--- src/rtl/bac_pkg.sv ---
package bac_pkg;
  typedef enum logic [1:0] {
    OP_HOLD  = 2'd0,
    OP_INC   = 2'd1,
    OP_LOAD  = 2'd2,
    OP_CLEAR = 2'd3
  } burst_op_e;
endpackage

--- src/rtl/bac_decode.sv ---
module bac_decode
  import bac_pkg::*;
(
  input  logic      clear_n,
  input  logic      load_n,
  input  logic      count_n,
  output burst_op_e op
);
  // Fixed priority: clear beats load beats count beats hold.
  always_comb begin
    if (!clear_n)      op = OP_CLEAR;
    else if (!load_n)  op = OP_LOAD;
    else if (!count_n) op = OP_INC;
    else               op = OP_HOLD;
  end
endmodule

--- src/rtl/bac_next.sv ---
module bac_next
  import bac_pkg::*;
#(
  parameter int ADDR_W = 17
) (
  input  burst_op_e         op,
  input  logic [ADDR_W-1:0] cur,
  input  logic [ADDR_W-1:0] ext,
  output logic [ADDR_W-1:0] nxt
);
  localparam logic [ADDR_W-1:0] STEP = ADDR_W'(1);

  // The increment stays at ADDR_W bits, so all-ones rolls over to zero.
  always_comb begin
    unique case (op)
      OP_CLEAR: nxt = '0;
      OP_LOAD:  nxt = ext;
      OP_INC:   nxt = cur + STEP;
      default:  nxt = cur;
    endcase
  end
endmodule

--- src/rtl/bac_reg.sv ---
module bac_reg #(
  parameter int ADDR_W = 17
) (
  input  logic              clk,
  input  logic              rst,
  input  logic [ADDR_W-1:0] d,
  output logic [ADDR_W-1:0] q
);
  always_ff @(posedge clk) begin
    if (rst) q <= '0;
    else     q <= d;
  end
endmodule

--- src/rtl/burst_addr_counter.sv ---
module burst_addr_counter
  import bac_pkg::*;
#(
  parameter int ADDR_W = 17
) (
  input  logic              clk,
  input  logic              rst,
  input  logic [ADDR_W-1:0] ext_addr,
  input  logic              load_n,
  input  logic              count_n,
  input  logic              clear_n,
  output logic [ADDR_W-1:0] addr_q
);
  typedef logic [ADDR_W-1:0] addr_t;

  burst_op_e op;
  addr_t     addr_d;

  bac_decode u_decode (
    .clear_n (clear_n),
    .load_n  (load_n),
    .count_n (count_n),
    .op      (op)
  );

  bac_next #(.ADDR_W(ADDR_W)) u_next (
    .op  (op),
    .cur (addr_q),
    .ext (ext_addr),
    .nxt (addr_d)
  );

  bac_reg #(.ADDR_W(ADDR_W)) u_reg (
    .clk (clk),
    .rst (rst),
    .d   (addr_d),
    .q   (addr_q)
  );

  AST_RESET_ZERO: assert property (@(posedge clk)
    rst |=> addr_q == '0);
  AST_CLEAR_WINS: assert property (@(posedge clk) disable iff (rst)
    !clear_n |=> addr_q == '0);
  AST_LOAD_CAPTURE: assert property (@(posedge clk) disable iff (rst)
    (clear_n && !load_n) |=> addr_q == $past(ext_addr));
  AST_HOLD_STABLE: assert property (@(posedge clk) disable iff (rst)
    (clear_n && load_n && count_n) |=> $stable(addr_q));
  AST_COUNT_STEP: assert property (@(posedge clk) disable iff (rst)
    (clear_n && load_n && !count_n) |=> addr_q == addr_t'($past(addr_q) + 1'b1));
  AST_COUNT_WRAP: assert property (@(posedge clk) disable iff (rst)
    (clear_n && load_n && !count_n && addr_q == '1) |=> addr_q == '0);
endmodule

--- config.mk ---
export PLATFORM = sky130hd
export DESIGN_NAME = burst_addr_counter
export DESIGN_NICKNAME = d
export VERILOG_FILES = /design/src/rtl/bac_pkg.sv /design/src/rtl/bac_decode.sv /design/src/rtl/bac_next.sv /design/src/rtl/bac_reg.sv /design/src/rtl/burst_addr_counter.sv
export SDC_FILE = /design/constraint.sdc
export NUM_CORES = 1
export LEC_CHECK = 0
export BUFFER_PORTS_ARGS = -buffer_cell sky130_fd_sc_hd__buf_2
export CORE_ASPECT_RATIO = 1.4
export CORE_MARGIN = 3
export CORE_UTILIZATION = 45
export CTS_CLUSTER_SIZE = 28
export DETAILED_ROUTE_END_ITERATION = 8
export PLACE_DENSITY = 0.84
export SLEW_MARGIN = 0
export SYNTH_ARGS = -nofsm -noshare
export SYNTH_HDL_FRONTEND = slang
export SYNTH_SLANG_ARGS = --single-unit
--- constraint.sdc ---
create_clock -name clk -period 1.4 [get_ports clk]
set_clock_uncertainty 0.1 [all_clocks]
set_input_delay 0.21 -clock clk [delete_from_list [all_inputs] [get_ports clk]]
set_output_delay 0.21 -clock clk [all_outputs]
set_load 0.02 [all_outputs]
==> flow_metrics.env <==
export IMPL_status="finished, violations left"
export IMPL_violations="negative setup slack"
export IMPL_layout_drive_gt1_share=0.578
export IMPL_cap_violations=0
export IMPL_met2WireLength_microns=2560
export IMPL_syn_area_sq_um=1180
export IMPL_ir_drop_mv=0.732
export IMPL_dr_pass1_iters=4
export IMPL_critPathArrivalTime_ns=1.67
export IMPL_synth_distinct_cells=35
export IMPL_ctsLongestPathBuffers=2
export IMPL_setup_viol=12
export IMPL_timing_final_ws_setup_ns=-0.161
export IMPL_synthSimpleGateAreaFrac=0.392
export IMPL_drtAntennaViolNets=0
export IMPL_wl_met3_microns=435
export IMPL_cp_required_ns=1.51
export IMPL_synth_top_flop_cell="dfxtp_1"
export IMPL_synth_fa_ha_area_frac=0.0106
export IMPL_netlist_instances=140
export IMPL_initial_core_util=0.484
export IMPL_syn_num_nets=163
export IMPL_hold_violations=0
export IMPL_top_layer="met4"
export IMPL_fmax_ghz=0.640
export IMPL_cp_num_buf_inv=0
export IMPL_wl_met1_microns=1720
export IMPL_tightest_slew_ns=0.346
export IMPL_die_h_microns=66.7
export IMPL_fin_nets=235
export IMPL_yosys_warnings=0
export IMPL_cts_root_buf="clkbuf_4"
export IMPL_r2r_cells=5
export IMPL_vias=1575
export IMPL_h_tree_depth=1
export IMPL_largest_reg_flops=17
export IMPL_fp_coreArea_sq_um=2440
export IMPL_largest_register="u_reg.q"
export IMPL_maxSlewViolCount=0
export IMPL_critPathLaunch="u_reg.q[1]"
export IMPL_endpoint_kind="register"
export IMPL_power_per_cell_area_nw_per_um2=553
export IMPL_fin_util=0.804
export IMPL_dp_worst_setup_slack_ns=-0.123
export IMPL_wl_per_cell_microns=21.3
export IMPL_syn_area_per_cell_sq_um=8.45
export IMPL_path_class="register to register"
export IMPL_insertion_delay_ns=0.31
export IMPL_rsz0062_at_grt="true"
export IMPL_worstPathMaxFanout=5
export IMPL_fin_area_sq_um=1970
export IMPL_crit_slowest_cell="dfxtp_4"
export IMPL_grt_max_degree=19
export IMPL_power_w=0.00109
export IMPL_antenna_found_initial=0
export IMPL_cts_buffers=3
export IMPL_place_hpwl_microns=2820
export IMPL_relSlewSlack=0.769
export IMPL_cpMostUsedCell="nor4_1"
export IMPL_drtIter0Drc=83
export IMPL_num_rows=21
export IMPL_synth_top_family_by_area="simple AND/OR/NAND/NOR gates"
export IMPL_r2r_setup_slack_ns=-0.16
export IMPL_fin_crit_sh=1.12
export IMPL_grt_pass1_vias=1390
export IMPL_ys_ff_latch=17
export IMPL_wl_microns=5210
export IMPL_synthToLayoutAreaGrowth_pct=66.1
export IMPL_async_flop_share=0
export IMPL_place_congestion=0.881
export IMPL_cp_endpoint="u_reg.q[12]"
export IMPL_slowest_delay_ns=0.41
export IMPL_critPathTopFamily="simple AND/OR/NAND/NOR gates"
export IMPL_timing_critical_path_cells="ha_4 -> nand4_4 -> nor4_1 -> nor3_1 -> nor4_1"
export IMPL_startpoint_type="register"
export IMPL_path_depth=5
export IMPL_synth_xor_area_frac=0.0296
export IMPL_synthMuxAreaShare=0.0507
export IMPL_cts_sink_count=17
export IMPL_whs_ns=0.0365
export IMPL_r2r_end="u_reg.q[12]"
export IMPL_nFillCells=166
export IMPL_timing_rr_start="u_reg.q[1]"
export IMPL_dieWidth_microns=49.3
export IMPL_clk_pin_slew_ns=0.11
export IMPL_drc=0
export IMPL_grt_first_pass_wirelength_microns=7040
export IMPL_ioPinCount=39
export IMPL_p_leak_nw=0.839
export IMPL_fin_crit_ns=1.56
export IMPL_dpl_cell_area_sq_um=1610
export IMPL_diodes=0
export IMPL_port_buffers=38
export IMPL_tritoncts="built"
export IMPL_grt_overflow=0
export IMPL_synth_compound_area_share=0.189
export IMPL_holdCritPathClass="input port to register"
export IMPL_top_regs="u_reg.q (17)"
export IMPL_synth_edff_count=0
export IMPL_vias_per_cell=6.43
export IMPL_die_area_sq_um=3290
export IMPL_seq_area_frac_synth=0.288
export IMPL_grt_usage=0.293
[through the flow]
stage | setup TNS [ns] | std cells
floorplan | -0.130 | 140
CTS | -0.496 | 240
global placement | -0.126 | 226
detailed placement | -0.602 | 226
global route | -2.25 | 245
finish | -1.43 | 245
[power breakdown]
| part | switching, W | internal, W |
|---|---|---|
| sequential | 0.0000309 | 0.000483 |
| clock | 0.000181 | 0.000112 |
| combinational | 0.000151 | 0.000130 |
[logic make-up after synthesis]
| logic type | count (synthesis) |
|---|---|
| AO/OA/AOI/OAI | 29 |
| buffers and inverters | 11 |
| XOR/XNOR | 4 |
| multiplexers | 6 |
| AND/OR/NAND/NOR | 72 |
| adder cells (fa/ha/maj) | 1 |
| flip-flops | 17 |
[layout make-up]
class	count	area [sq um]	area share
clock buffer	4	26.3	0.0134
inverter	2	7.51	0.00382
multi-input combinational	113	960	0.488
sequential	17	392	0.199
tap	34	42.5	0.0216
timing repair buffer	75	538	0.274
[metal layers]
metal | track usage | up-vias
met5 | 0 | -
met4 | 0.206 | 0
met3 | 0.0582 | 52
met2 | 0.535 | 118
met1 | 0.294 | 726
li1 | - | 679
[Yosys cell counts, types with 2 or more instances]
| library cell | instances | area share |
|---|---|---|
| nor3_1 | 5 | 0.021 |
| nor4_2 | 4 | 0.042 |
| nand4_4 | 2 | 0.036 |
| nor2_1 | 12 | 0.038 |
| buf_2 | 5 | 0.021 |
| clkbuf_1 | 4 | 0.013 |
| inv_1 | 2 | 0.0063 |
| nand3b_1 | 6 | 0.038 |
| mux2i_1 | 6 | 0.051 |
| a211oi_2 | 4 | 0.042 |
| nand2_1 | 12 | 0.038 |
| nor4_1 | 6 | 0.032 |
| nand4_1 | 5 | 0.026 |
| o21ai_0 | 8 | 0.034 |
| a2111oi_1 | 2 | 0.017 |
| xnor2_1 | 4 | 0.030 |
| a211oi_1 | 8 | 0.051 |
| dfxtp_1 | 17 | 0.29 |
| nand3_1 | 4 | 0.017 |
| nand2b_1 | 9 | 0.048 |
[worst reg2reg max path, cell delays in order, from the launching register on]
cell     delay, ns
dfxtp_4       0.41
ha_4          0.18
nand4_4       0.18
nor4_1        0.25
nor3_1        0.08
nor4_1        0.25
[cell usage in the layout (no fill, tap or decap), types with 4 or more instances in the layout]
cell type / instances
nand2b_1: 9
o21ai_0: 7
xnor2_1: 4
a211oi_1: 5
dfxtp_4: 13
buf_4: 26
mux2i_1: 5
nand2_1: 11
a211oi_2: 7
nor4_4: 6
nor4_1: 4
buf_6: 10
nor2_1: 12
nand4_1: 5
nand3b_1: 6
buf_2: 36
[worst min-delay path by stage]
stage                   to    startpoint  slack [ns]  cells past startpoint
2_1_floorplan   u_reg.q[4]           rst        0.17                      1
3_3_place_gp    u_reg.q[4]           rst        0.32                      2
3_5_place_dp    u_reg.q[6]           rst        0.33                      2
4_1_cts         u_reg.q[0]   ext_addr[0]        0.01                      3
5_1_grt        u_reg.q[14]  ext_addr[14]        0.04                      3
6_report       u_reg.q[14]  ext_addr[14]        0.04                      3
[repair_timing]
action / 4_1_cts / 5_1_grt
gates resized for setup: 19 / 21
hold endpoints to repair: 3 / 0
cloned: 1 / 0
buffers inserted: 8 / 5
pin swaps: 6 / 5
hold buffers: 1 / 0
endpoints found under the setup margin: 12 / 13
No activity file was read; power rests on OpenSTA's default activity.
